`config.mk`:
```
export PLATFORM = sky130hd
export DESIGN_NAME = ev_timer
export DESIGN_NICKNAME = d
export VERILOG_FILES = /design/src/rtl/ev_timer_pkg.sv /design/src/rtl/ev_counter.sv /design/src/rtl/ev_channel.sv /design/src/rtl/ev_timer.sv
export SDC_FILE = /design/constraint.sdc
export NUM_CORES = 2
export LEC_CHECK = 0
export BUFFER_PORTS_ARGS = -buffer_cell sky130_fd_sc_hd__buf_2
export CAP_MARGIN = 20
export CORE_ASPECT_RATIO = 1.5
export CORE_MARGIN = 2
export CORE_UTILIZATION = 30
export CTS_CLUSTER_SIZE = 12
export DETAILED_ROUTE_END_ITERATION = 8
export PLACE_DENSITY = 0.57
export SETUP_SLACK_MARGIN = 0.5
export SLEW_MARGIN = 20
export SYNTH_ARGS = -nofsm -noshare
export SYNTH_HDL_FRONTEND = slang
export SYNTH_SLANG_ARGS = --single-unit
export TNS_END_PERCENT = 5
```
`constraint.sdc`:
```
create_clock -name clk -period 4.2 [get_ports clk]
set_clock_uncertainty 0.1 [all_clocks]
set_input_delay 0.63 -clock clk [delete_from_list [all_inputs] [get_ports clk]]
set_output_delay 0.63 -clock clk [all_outputs]
set_load 0.01 [all_outputs]
```
`src/rtl/ev_timer_pkg.sv`:
```
package ev_timer_pkg;

    localparam int CNT_W  = 64;
    localparam int WORD_W = 32;

    localparam logic [11:0] A_CAP0   = 12'h000;
    localparam logic [11:0] A_CAP1   = 12'h004;
    localparam logic [11:0] A_GCFG   = 12'h010;
    localparam logic [11:0] A_STS    = 12'h020;
    localparam logic [11:0] A_CNT_LO = 12'h030;
    localparam logic [11:0] A_CNT_HI = 12'h034;

    localparam logic [3:0] CH_PAGE    = 4'h1;
    localparam logic [2:0] OFF_CFG    = 3'd0;
    localparam logic [2:0] OFF_CMP_LO = 3'd2;
    localparam logic [2:0] OFF_CMP_HI = 3'd3;

    typedef struct packed {
        logic f32;
        logic setval;
        logic per;
        logic ie;
        logic level;
    } ch_cfg_t;

    function automatic logic [WORD_W-1:0] cfg_to_word(ch_cfg_t c, logic cap);
        return {26'd0, c.f32, c.setval, cap, c.per, c.ie, c.level};
    endfunction

    function automatic ch_cfg_t word_to_cfg(logic [WORD_W-1:0] w, logic cap);
        ch_cfg_t c;
        c.level  = w[0];
        c.ie     = w[1];
        c.per    = w[2] & cap;
        c.setval = w[4];
        c.f32    = w[5];
        return c;
    endfunction

endpackage

```
`src/rtl/ev_counter.sv`:
```
module ev_counter
    import ev_timer_pkg::*;
(
    input  logic              clk,
    input  logic              rst,
    input  logic              en,
    input  logic              wr_lo,
    input  logic              wr_hi,
    input  logic [WORD_W-1:0] wdata,
    output logic [CNT_W-1:0]  cnt_q,
    output logic [CNT_W-1:0]  cnt_nxt,
    output logic              tick
);
    assign tick    = en & ~wr_lo & ~wr_hi;
    assign cnt_nxt = cnt_q + CNT_W'(1);

    always_ff @(posedge clk) begin
        if (rst) begin
            cnt_q <= '0;
        end else if (tick) begin
            cnt_q <= cnt_nxt;
        end else begin
            if (wr_lo) cnt_q[WORD_W-1:0]     <= wdata;
            if (wr_hi) cnt_q[CNT_W-1:WORD_W] <= wdata;
        end
    end
endmodule

```
`src/rtl/ev_channel.sv`:
```
module ev_channel
    import ev_timer_pkg::*;
#(
    parameter bit PER_CAP = 1'b1
) (
    input  logic              clk,
    input  logic              rst,
    input  logic              tick,
    input  logic [CNT_W-1:0]  cnt_nxt,
    input  logic              wr_cfg,
    input  logic              wr_lo,
    input  logic              wr_hi,
    input  logic [WORD_W-1:0] wdata,
    input  logic              sts_clr,
    output logic [WORD_W-1:0] cfg_word,
    output logic [CNT_W-1:0]  acc_q,
    output logic [CNT_W-1:0]  per_q,
    output logic              status_q,
    output logic              level,
    output logic              irq,
    output logic              hit,
    output logic              per_eff
);
    ch_cfg_t           cfg_q;
    logic [WORD_W-1:0] stage_q;
    logic              pulse_q;
    logic              match;

    assign per_eff  = cfg_q.per;
    assign level    = cfg_q.level;
    assign cfg_word = cfg_to_word(cfg_q, PER_CAP);

    assign match = cfg_q.f32 ? (cnt_nxt[WORD_W-1:0] == acc_q[WORD_W-1:0])
                             : (cnt_nxt == acc_q);
    assign hit   = tick & match;
    assign irq   = cfg_q.level ? (status_q & cfg_q.ie) : pulse_q;

    always_ff @(posedge clk) begin
        if (rst) begin
            cfg_q    <= '0;
            stage_q  <= '0;
            acc_q    <= '0;
            per_q    <= '0;
            status_q <= 1'b0;
            pulse_q  <= 1'b0;
        end else begin
            pulse_q <= hit & cfg_q.ie & ~cfg_q.level;

            if (hit & cfg_q.level)  status_q <= 1'b1;
            else if (sts_clr)       status_q <= 1'b0;

            if (wr_cfg) cfg_q   <= word_to_cfg(wdata, PER_CAP);
            if (wr_hi)  stage_q <= wdata;

            if (wr_lo) begin
                if (per_eff && !cfg_q.setval) begin
                    per_q <= {stage_q, wdata};
                end else begin
                    acc_q        <= {stage_q, wdata};
                    cfg_q.setval <= 1'b0;
                end
            end else if (hit && per_eff) begin
                acc_q <= acc_q + per_q;
            end
        end
    end
endmodule

```
`src/rtl/ev_timer.sv`:
```
module ev_timer
    import ev_timer_pkg::*;
#(
    parameter int          NCH          = 3,
    parameter logic [31:0] PERIOD_FS    = 32'd69841279,
    parameter logic [7:0]  PER_CAP_MASK = 8'h03
) (
    input  logic        clk,
    input  logic        rst,
    input  logic        bus_wr,
    input  logic [11:0] bus_addr,
    input  logic [31:0] bus_wdata,
    output logic [31:0] bus_rdata,
    output logic [NCH-1:0] irq
);
    localparam logic [4:0] NCH_M1 = 5'(NCH - 1);

    logic                          gen_en_q;
    logic [CNT_W-1:0]              cnt_q;
    logic [CNT_W-1:0]              cnt_nxt;
    logic                          tick;
    logic                          wr_cnt_lo, wr_cnt_hi, cnt_wr_any, sts_wr;
    logic                          ch_page;
    logic [2:0]                    ch_sel;
    logic [2:0]                    ch_off;
    logic [NCH-1:0][WORD_W-1:0]    cfg_w;
    logic [NCH-1:0][CNT_W-1:0]     acc_w;
    logic [NCH-1:0][CNT_W-1:0]     per_w;
    logic [NCH-1:0]                status_v, hit_v, per_eff_v, lvl_v, cmp_lo_wr_v;

    assign wr_cnt_lo  = bus_wr && (bus_addr == A_CNT_LO);
    assign wr_cnt_hi  = bus_wr && (bus_addr == A_CNT_HI);
    assign cnt_wr_any = wr_cnt_lo | wr_cnt_hi;
    assign sts_wr     = bus_wr && (bus_addr == A_STS);
    assign ch_page    = (bus_addr[11:8] == CH_PAGE);
    assign ch_sel     = bus_addr[7:5];
    assign ch_off     = bus_addr[4:2];

    always_ff @(posedge clk) begin
        if (rst)                                   gen_en_q <= 1'b0;
        else if (bus_wr && bus_addr == A_GCFG)     gen_en_q <= bus_wdata[0];
    end

    ev_counter u_cnt (
        .clk     (clk),
        .rst     (rst),
        .en      (gen_en_q),
        .wr_lo   (wr_cnt_lo),
        .wr_hi   (wr_cnt_hi),
        .wdata   (bus_wdata),
        .cnt_q   (cnt_q),
        .cnt_nxt (cnt_nxt),
        .tick    (tick)
    );

    for (genvar i = 0; i < NCH; i++) begin : g_ch
        logic sel_i;
        assign sel_i          = bus_wr && ch_page && (ch_sel == 3'(i));
        assign cmp_lo_wr_v[i] = sel_i && (ch_off == OFF_CMP_LO);

        ev_channel #(.PER_CAP(PER_CAP_MASK[i])) u_ch (
            .clk      (clk),
            .rst      (rst),
            .tick     (tick),
            .cnt_nxt  (cnt_nxt),
            .wr_cfg   (sel_i && (ch_off == OFF_CFG)),
            .wr_lo    (cmp_lo_wr_v[i]),
            .wr_hi    (sel_i && (ch_off == OFF_CMP_HI)),
            .wdata    (bus_wdata),
            .sts_clr  (sts_wr && bus_wdata[i]),
            .cfg_word (cfg_w[i]),
            .acc_q    (acc_w[i]),
            .per_q    (per_w[i]),
            .status_q (status_v[i]),
            .level    (lvl_v[i]),
            .irq      (irq[i]),
            .hit      (hit_v[i]),
            .per_eff  (per_eff_v[i])
        );
    end

    always_comb begin
        bus_rdata = '0;
        case (bus_addr)
            A_CAP0:   bus_rdata = {23'd0, 1'b1, 3'd0, NCH_M1};
            A_CAP1:   bus_rdata = PERIOD_FS;
            A_GCFG:   bus_rdata = {31'd0, gen_en_q};
            A_STS:    bus_rdata = 32'(status_v);
            A_CNT_LO: bus_rdata = cnt_q[WORD_W-1:0];
            A_CNT_HI: bus_rdata = cnt_q[CNT_W-1:WORD_W];
            default: begin
                for (int i = 0; i < NCH; i++) begin
                    if (ch_page && ch_sel == 3'(i)) begin
                        case (ch_off)
                            OFF_CFG:    bus_rdata = cfg_w[i];
                            OFF_CMP_LO: bus_rdata = acc_w[i][WORD_W-1:0];
                            OFF_CMP_HI: bus_rdata = acc_w[i][CNT_W-1:WORD_W];
                            default:    bus_rdata = '0;
                        endcase
                    end
                end
            end
        endcase
    end
endmodule

```
==> flow_metrics.tcl <==
set metrics [dict create \
    whs_endpoint "g_ch[2].u_ch.acc_q[49]" \
    synth_top_area_frac 0.298 \
    p_int_uw 8010 \
    p_leak_uw 0.0175 \
    cts.sinks 501 \
    crit_path_max_incr_delay_ns 0.45 \
    critical_path_arrival_ns 5.23 \
    crit_buf_inv 8 \
    synth_simple_gate_area_frac 0.230 \
    crit_fanout 6 \
    cp_top_family "simple AND/OR/NAND/NOR gates" \
    cts_buffers 56 \
    yosys_warnings 0 \
    slew_violations 0 \
    dieArea_sq_mm 0.115 \
    rr_worst_depth 20 \
    p_total_uw 10700 \
    area_growth_pct 29.0 \
    synth_compound_area_frac 0.250 \
    synthCells 4608 \
    n_fill_cell 11900 \
    hold_viol_final 0 \
    cts-root-buf "clkbuf_16" \
    dp.cells 6451 \
    yosys_most_used_dff "dfxtp_1" \
    drtIter0Drc 3297 \
    power_frac_comb 0.043 \
    ir_drop_mv 0.315 \
    synth_top_family_by_area "compound AO/OA/AOI/OAI gates" \
    yosys.area.top_type "dfxtp_1" \
    synthAdderAreaFrac 0.0483 \
    drt-total-wl_microns 207000 \
    cts_hold_buf 0 \
    grt_overflow 0 \
    ys_top_cells_by_area "dfxtp_1 30%, a21oi_1 9.6%, nand2_1 9.4%" \
    critPathLaunchType "flip-flop" \
    htreeDepth 2 \
    grt_setup_unrepaired "yes" \
    grt_use_total 0.348 \
    ys_types 92 \
    wl_per_cell_microns 31.4 \
    detail-route-antenna-nets 0 \
    maxSlewHeadroom 0.223 \
    clockBufferDepth 3 \
    reg2reg_slack_ns -0.53 \
    rows 150 \
    io_buffers 81 \
    dr.pass1.iters 5 \
    critical_path_class "reg -> reg" \
    worstPathCellList "buf_6, nand3_4, buf_4, nor4_4, nand3_2, buf_8, nor4_4, buf_6, xnor2_4, buf_12, buf_4, xnor2_1, nor4_2, a41oi_4, nor4b_2, buf_4, o21ai_4, buf_12, or3_4, a21oi_2" \
    power_frac_clock 0.513 \
    critical_path.endpoint_type "flip-flop" \
    vias 38000 \
    power_switching_uw 2700 \
    violations "setup timing" \
    r2r_start "u_cnt.cnt_q[14]" \
    antenna_found_initial 10 \
    finalCriticalPeriod_ns 4.73 \
    swShare 0.252 \
    cp_slowest_cell "nor4_2" \
    clk_pin_slew_ns 0.07 \
    synthArstFlopShare 0 \
    insertion_delay_ns 0.69 \
    die_h_microns 415 \
    grt_pass1_vias 36600 \
    setup_viol 132 \
    cts_tree "done" \
    hp-class "reg -> reg" \
    worst_slack_ns -0.534 \
    fmax_mhz 211 \
    io_pins 82 \
    seq_power_share 0.444 \
    hold_depth 2 \
    vias_per_cell 5.78 \
    ys_seq_area_frac 0.298 \
    synth-xor-area-share 0.0919 \
    status "finished with violations" \
    grt_max_degree 189 \
    synthesis.area_sq_mm 0.0337 \
    ys_ff_latch 501 \
    crit_required_ns 4.70 \
    yosys-top-cells-count "844 x nand2_1, 644 x a21oi_1, 501 x dfxtp_1" \
    coreArea_sq_mm 0.111 \
    synth.most_common_cell "nand2_1" \
    path_common_cell "buf_4" \
    avgSynthCellArea_sq_um 7.32 \
    chipWidth_microns 278 \
    r2r_end "g_ch[0].u_ch.acc_q[34]" \
    power_density_mw_per_mm2 246 \
    gp_congestion 1.08 \
    period_share 1.13 \
    grt_pass1_wl_microns 283000 \
    synth_nets 4784 \
    instances_no_fill 6582 \
    tightest_slew_ns 1.17 \
    synth_edf_count 0 \
    muxShareOfSynthArea 0.0328 \
    drv_cap 0 \
    min_from "g_ch[2].u_ch.stage_q[17]" \
    floorplan.initialDensity 0.302 \
    layout-drive-gt1-share 0.213 \
    post-dp-hpwl_microns 161000 \
    layout.nets 5274 \
    drc 0 \
]
==> state kept, by name, summed over array words and instances, names as in the netlist <==
| signal | count |
|---|---|
| u_cnt.cnt_q | 64 |
| g_ch.u_ch.level | 3 |
| g_ch.u_ch.per_q | 128 |
| g_ch.u_ch.acc_q | 192 |
| g_ch.u_ch.cfg_word | 9 |
| g_ch.u_ch.status_q | 3 |
| gen_en_q | 1 |
| g_ch.u_ch.stage_q | 96 |
| g_ch.u_ch.pulse_q | 3 |
| g_ch.u_ch.per_eff | 2 |
==> metal layers <==
layer  global-route usage  up-vias  wire length (microns)
li1                     -    17300                      -
met1                0.375    18500                  75100
met2                0.580     1620                  96600
met3               0.0632      607                  12900
met4                0.313        8                  22300
met5                    0        -                     53
==> worst register-to-register path, delay by kind of cell (launching register included) <==
kind | cells | cell delay, ns
AND/OR/NAND/NOR | 7 | 2.16
XOR/XNOR | 2 | 0.20
buffers and inverters | 8 | 1.35
flip-flops | 1 | 0.37
AO/OA/AOI/OAI | 3 | 0.46
==> kinds of logic (layout without fill, tap and decap cells) <==
kind of cell,after synthesis,after routing
AOI/OAI and AO/OA,1375,1375
xor gates and xnor gates,348,348
adders and majority gates,129,129
buffers and inverters,429,956
DFF,501,501
muxes,108,108
other,0,3
and+or+nand+nor,1718,1718
==> layout by cell type (no fill, tap or decap), types with 24 or more instances in the layout <==
master,instances
xnor2_1,174
xor2_1,157
a21o_1,88
nand4_1,74
ha_1,127
o21ai_0,192
nand3_1,85
inv_1,59
a21oi_1,631
buf_12,32
clkbuf_16,58
buf_4,648
nor2_1,339
and3_1,34
dfxtp_1,488
a221oi_1,24
buf_2,79
nand2_1,839
a22oi_1,96
mux2i_1,89
nor4_1,26
a211o_1,43
nor3_1,76
nor2b_1,26
a211oi_1,38
nand2b_1,29
buf_6,30
==> power groups by stage <==
| stage | clock [uW] | sequential, uW | combinational (uW) |
|---|---|---|---|
| CTS | 5570 | 4750 | 440 |
| global placement | 0 | 4860 | 435 |
| finish | 5500 | 4750 | 459 |
| global route | 5700 | 4750 | 458 |
| floorplan | 0 | 4860 | 175 |
| detailed placement | 0 | 4860 | 436 |
==> area by class of cell <==
class                      instances  area [sq um]  share of cell area
antenna                            3          7.51            0.000173
clock buffer                      73          1540              0.0353
timing repair buffer             801          6470               0.149
clock inverter                    22           419             0.00964
inverter                          60           225             0.00518
multi-input combinational       3678         23000               0.528
tap                             1444          1810              0.0415
sequential                       501         10100               0.231
==> worst max path at each step <==
| stage | slack [ns] | from | end | cells after the start |
|---|---|---|---|---|
| after floorplan | 0.06 | u_cnt.cnt_q[13] | g_ch[1].u_ch.acc_q[10] | 17 |
| after global placement | -1.40 | u_cnt.cnt_q[15] | g_ch[2].u_ch.pulse_q | 21 |
| after detailed placement | -1.41 | u_cnt.cnt_q[15] | g_ch[2].u_ch.pulse_q | 21 |
| after CTS | -0.45 | u_cnt.cnt_q[14] | g_ch[1].u_ch.acc_q[47] | 19 |
| after global routing | -0.59 | u_cnt.cnt_q[35] | g_ch[1].u_ch.acc_q[61] | 19 |
| final | -0.53 | u_cnt.cnt_q[14] | g_ch[0].u_ch.acc_q[34] | 20 |
==> per-stage QoR <==
stage / hold slack [ns] / setup TNS (ns) / area [sq um] / worst slack, ns / utilization
after floorplan: 0.332 / 0 / 33900 / 0.0611 / -
after global placement: 0.336 / -160.92 / 40200 / -1.40 / 0.361
after detailed placement: 0.344 / -157.32 / 40200 / -1.41 / 0.361
after CTS: 0.312 / -47.47 / 43100 / -0.446 / 0.387
after global routing: 0.347 / -64.59 / 43500 / -0.587 / 0.390
final: 0.347 / -55.71 / 43500 / -0.534 / 0.390
==> what timing repair did <==
action / CTS / global route
cloned: 3 / 2
setup endpoints to repair: 155 / 159
resized for setup: 127 / 58
setup buffers: 23 / 5
pin swaps: 43 / 24
(Power assumes the default switching activity.)
